**config.mk**
```make
export PLATFORM = sky130hd
export DESIGN_NAME = errstat_nerr_ctrl
export DESIGN_NICKNAME = d
export VERILOG_FILES = /design/src/rtl/errstat_pkg.sv /design/src/rtl/errstat_latch_bank.sv /design/src/rtl/errstat_mask_reg.sv /design/src/rtl/errstat_pin_drv.sv /design/src/rtl/errstat_nerr_ctrl.sv
export SDC_FILE = /design/constraint.sdc
export NUM_CORES = 1
export LEC_CHECK = 0
export BUFFER_PORTS_ARGS = -buffer_cell sky130_fd_sc_hd__buf_2
export CAP_MARGIN = 20
export CORE_MARGIN = 2
export CORE_UTILIZATION = 40
export DETAILED_ROUTE_END_ITERATION = 12
export PLACE_DENSITY = 0.77
export SYNTH_ARGS = -nofsm -noshare
export SYNTH_HDL_FRONTEND = slang
export SYNTH_SLANG_ARGS = --single-unit
export TNS_END_PERCENT = 100
```
**constraint.sdc**
```tcl
create_clock -name clk -period 1.2 [get_ports clk]
set_input_delay 0.18 -clock clk [delete_from_list [all_inputs] [get_ports clk]]
set_output_delay 0.18 -clock clk [all_outputs]
set_load 0.005 [all_outputs]
```
**src/rtl/errstat_pkg.sv**
```systemverilog
// Package: shared widths and bit positions of the sticky status word.
// Assumes a 16-bit status word, with errors in the low byte and warnings from bit 8.
package errstat_pkg;
    localparam int SW       = 16;  // status word width
    localparam int N_ERR    = 5;   // sticky error bits
    localparam int N_WRN    = 2;   // sticky warning bits
    localparam int ERR_BASE = 0;   // first error bit
    localparam int WRN_BASE = 8;   // first warning bit (battery warning)
    localparam int N_HOLD   = 3;   // state indicators forcing the error pin
endpackage

```
**src/rtl/errstat_latch_bank.sv**
```systemverilog
// Module: a bank of sticky bits. A high condition sets its bit; clear wins.
// Assumes the conditions are already synchronous to clk.
module errstat_latch_bank #(
    parameter int W = 4
) (
    input  logic         clk,
    input  logic         rst_n,
    input  logic         clr,
    input  logic [W-1:0] cond,
    output logic [W-1:0] lat
);
    // Purpose: set on condition, clear on command, clear has priority.
    always_ff @(posedge clk) begin
        if (!rst_n)    lat <= '0;
        else if (clr)  lat <= '0;
        else           lat <= lat | cond;
    end
endmodule

```
**src/rtl/errstat_mask_reg.sv**
```systemverilog
// Module: enable mask choosing which sticky errors reach the error pin.
// Assumes all errors are enabled out of reset.
module errstat_mask_reg #(
    parameter int W = 4
) (
    input  logic         clk,
    input  logic         rst_n,
    input  logic         wr,
    input  logic [W-1:0] wdata,
    output logic [W-1:0] mask
);
    // Purpose: hold the mask, load it on a write strobe.
    always_ff @(posedge clk) begin
        if (!rst_n)   mask <= '1;
        else if (wr)  mask <= wdata;
    end
endmodule

```
**src/rtl/errstat_pin_drv.sv**
```systemverilog
// Module: combinational drive of the active-low error and warning pins.
// Assumes the hold inputs are active high, with any one of them forcing the error pin low.
module errstat_pin_drv #(
    parameter int NE = 4,
    parameter int NW = 2,
    parameter int NH = 3
) (
    input  logic [NE-1:0] err_lat,
    input  logic [NE-1:0] mask,
    input  logic [NW-1:0] wrn_lat,
    input  logic [NH-1:0] hold,
    output logic          nerr,
    output logic          nwrn
);
    // Purpose: error pin low on an enabled error or any state hold.
    always_comb nerr = ~((|(err_lat & mask)) | (|hold));
    // Purpose: warning pin low on any sticky warning.
    always_comb nwrn = ~(|wrn_lat);
endmodule

```
**src/rtl/errstat_nerr_ctrl.sv**
```systemverilog
// Module: top of the latched status block. It gathers the conditions into sticky bits,
// drives the error and warning pins, and captures a snapshot of the status word on a read strobe.
// Assumes all inputs are synchronous to clk and reset is synchronous and active low.
module errstat_nerr_ctrl
    import errstat_pkg::*;
(
    input  logic             clk,
    input  logic             rst_n,
    input  logic             nomag_i,
    input  logic             bat_err_i,
    input  logic             bat_wrn_i,
    input  logic             pdr_i,
    input  logic             ovspd_i,
    input  logic             crc_fail_i,
    input  logic             stup_fault_i,
    input  logic             in_startup_i,
    input  logic             in_sleep_i,
    input  logic             in_reset_i,
    input  logic             stat_clr_i,
    input  logic             mask_wr_i,
    input  logic [N_ERR-1:0] mask_wdata_i,
    input  logic             rd_stb_i,
    output logic [SW-1:0]    status_o,
    output logic [SW-1:0]    rd_data_o,
    output logic             nerr_o,
    output logic             nwrn_o
);
    logic [N_ERR-1:0]  err_cond, err_lat, mask_q;
    logic [N_WRN-1:0]  wrn_cond, wrn_lat;
    logic [N_HOLD-1:0] hold;

    // Purpose: order the condition inputs into their status bit positions.
    always_comb begin
        err_cond = {stup_fault_i, crc_fail_i, pdr_i, bat_err_i, nomag_i};
        wrn_cond = {ovspd_i, bat_wrn_i};
        hold     = {in_reset_i, in_sleep_i, in_startup_i};
    end

    errstat_latch_bank #(.W(N_ERR)) u_err (
        .clk(clk), .rst_n(rst_n), .clr(stat_clr_i), .cond(err_cond), .lat(err_lat)
    );

    errstat_latch_bank #(.W(N_WRN)) u_wrn (
        .clk(clk), .rst_n(rst_n), .clr(stat_clr_i), .cond(wrn_cond), .lat(wrn_lat)
    );

    errstat_mask_reg #(.W(N_ERR)) u_mask (
        .clk(clk), .rst_n(rst_n), .wr(mask_wr_i), .wdata(mask_wdata_i), .mask(mask_q)
    );

    errstat_pin_drv #(.NE(N_ERR), .NW(N_WRN), .NH(N_HOLD)) u_pins (
        .err_lat(err_lat), .mask(mask_q), .wrn_lat(wrn_lat), .hold(hold),
        .nerr(nerr_o), .nwrn(nwrn_o)
    );

    // Purpose: place each sticky bit in the status word, all unused bits zero.
    for (genvar b = 0; b < SW; b++) begin : g_word
        if (b >= ERR_BASE && b < ERR_BASE + N_ERR) begin : g_e
            assign status_o[b] = err_lat[b - ERR_BASE];
        end else if (b >= WRN_BASE && b < WRN_BASE + N_WRN) begin : g_w
            assign status_o[b] = wrn_lat[b - WRN_BASE];
        end else begin : g_z
            assign status_o[b] = 1'b0;
        end
    end

    // Purpose: capture the status word for the host on a read strobe.
    always_ff @(posedge clk) begin
        if (!rst_n)        rd_data_o <= '0;
        else if (rd_stb_i) rd_data_o <= status_o;
    end
endmodule

```
==> results.toml <==
[synthesis]
ys_types = 13
synth_area_sq_um = 810.8
syn_inst = 85
yosys_warnings = 0
yosysTopAreaCellShare_pct = 46.91
seq_area_frac_synth_pct = 46.91
synth_area_leaders = "dfxtp_1, buf_4, mux2i_1, nor2_1, nor2b_1"
async_reset_ff_share_pct = 0
yosysTopAreaCell = "dfxtp_1"
ys.flop_type = "dfxtp_1"
syn_area_per_cell_sq_um = 9.539
synth_commonest_cells = "buf_4, dfxtp_1, nor2_1, mux2i_1, nor2b_1"
synth_edf_count = 0
synth_seq_cells = 19

[clocking]
clockBufferDepth = 2
cts_tree = "done"
numCtsBuffers = 3
clk_pin_slew_ps = 100
clock_sinks = 19
cts_root_buf = "clkbuf_4"
htree_levels = 1
clk_latency_ps = 290

[run_status]
violations = "negative setup slack"
outcome = "complete, but fails checks"

[floorplanning]
ioPinCount = 54
core-area_sq_mm = 0.001942
initial_core_util_pct = 41.75
fp.dieW_um = 49.02
die_height_um = 49.02
dieArea_sq_mm = 0.002403
rows = 16

[critical_path]
cp.required_ps = 1020
cp-start-kind = "flop"
path_class = "flop to primary output"
path_max_fanout = 2
crit_chain = "a222oi_1 > and3_1 > buf_2"
crit_arrival_ps = 1210
end_kind = "primary output"
critPathTopFamily = "flip-flops"
slowest_delay_ps = 330
cp_slowest_cell = "dfxtp_2"
cp_num_buf_inv = 1

[cells_and_area]
drive_above_1_share_pct = 33.61
area_delta_synth_final_pct = 20.83
nets = 143
fin_area_sq_um = 979.7
diodes = 0
nFillCells = 189

[power]
ir_drop_mv = 0.6479
p_leak_nw = 0.5275
p_per_area_mw_per_mm2 = 1155

[timing]
period_minus_slack_ps = 1389
hold_violations = 0
rsz0062_at_grt = "yes"
setup_violations = 1
period_share_pct = 115.8
drv_slew = 0
timing.final.ws_setup_ps = -189.0
hold_slack_ps = 91.79
tns_ps = -189.0
skew_ps = 2.616
max_freq_mhz = 719.9

[grt]
grt_pass1_vias = 575
grt_max_degree = 14
gr-usage-all-layers_pct = 12.53
grt_pass1_wl_mm = 2.415
antenna_found_initial = 0
overflow = 0

[placed_design]
post-dp-hpwl_mm = 1.152
gp_congestion = 0.7127
place_ws_ps = 107.3
io_buffers = 35
place_area_sq_um = 930.9

[drt]
via_count = 631
drt_iter0_drc = 5
firstDrtPassIters = 4
drtAntennaViolNets = 0
via_per_inst = 4.235
avgRoutedWirePerCell_um = 9.839
routed_wl_mm = 1.466
drc = 0

[hold_path]
worst_hold_path_type = "primary input to flop"

[job]
max_cap_violations = 0
layer usage:
layer	wire, um	track usage (%)	vias to the layer above
met3	169	4.601	0
met1	655	15.84	278
li1	-	-	310
met2	641	20.32	43
met5	0	0	-
met4	0	2.857	0
layout by cell type (no fill, tap or decap):
cell type / Yosys / final
a222oi_1: 1 / 1
a22oi_1: 1 / 1
and3_1: 1 / 1
buf_2: 2 / 34
buf_4: 19 / 2
buf_6: 0 / 1
clkbuf_1: 0 / 1
clkbuf_4: 0 / 3
conb_1: 1 / 18
dfxtp_1: 19 / 18
dfxtp_2: 0 / 1
mux2i_1: 12 / 12
nand2_1: 5 / 5
nand2b_1: 1 / 1
nor2_1: 15 / 15
nor2b_1: 7 / 7
nor3_1: 1 / 1
sequential cells by signal, summed over array words and instances (netlist names):
name         cells
rd_data_o        7
u_wrn.lat        2
u_err.lat        5
u_mask.mask      5
report_power, final:
part           total (W)  leakage [nW]  internal, W  switching (W)
clock           0.000311        0.0150     0.000129       0.000182
sequential      0.000678         0.156     0.000659      0.0000187
combinational   0.000143         0.356    0.0000747      0.0000684
final timing paths:
path,startpoint,end,slack [ps],cells past startpoint
worst max-delay path,u_err.lat[1],nerr_o,-190,3
worst min register to register,u_mask.mask[4],u_mask.mask[4],490,2
worst min-delay path,crc_fail_i,u_err.lat[3],90,3
worst max register to register,u_err.lat[1],rd_data_o[1],330,4
worst min-delay path, delay by kind of cell:
kind	cells	cell delay [ps]
simple gates	2	90
buf+inv	1	80
per-stage QoR:
step	util, %	power, W	instances
global route	50.45	0.001198	149
global placement	47.94	0.0008253	143
detailed placement	47.94	0.0008297	143
CTS	49.74	0.001138	148
finish	50.45	0.001132	149
floorplan	-	0.0008113	102
logic make-up after synthesis:
logic type,count (synthesis),synth area share [%]
compound gates,2,2.161
simple gates,30,16.82
other cells,1,0.4625
mux,12,14.82
flops,19,46.91
buf+inv,21,18.83
final cells by class:
type	instances	area (sq um)	area share, %
Timing Repair Buffer	37	196.4	20.05
Multi-Input combinational cell	62	341.6	34.87
Sequential cell	19	381.6	38.95
Tap cell	27	33.78	3.448
Clock buffer	4	26.28	2.682
timing repair:
item,4_1_cts,5_1_grt
pin swaps,2,2
gates cloned,0,0
buffers inserted,1,1
hold buffers,0,0
resized for setup,1,1
hold endpoints to repair,0,0
endpoints found under the setup margin,1,1
No activity file was read; power rests on OpenSTA's default activity.
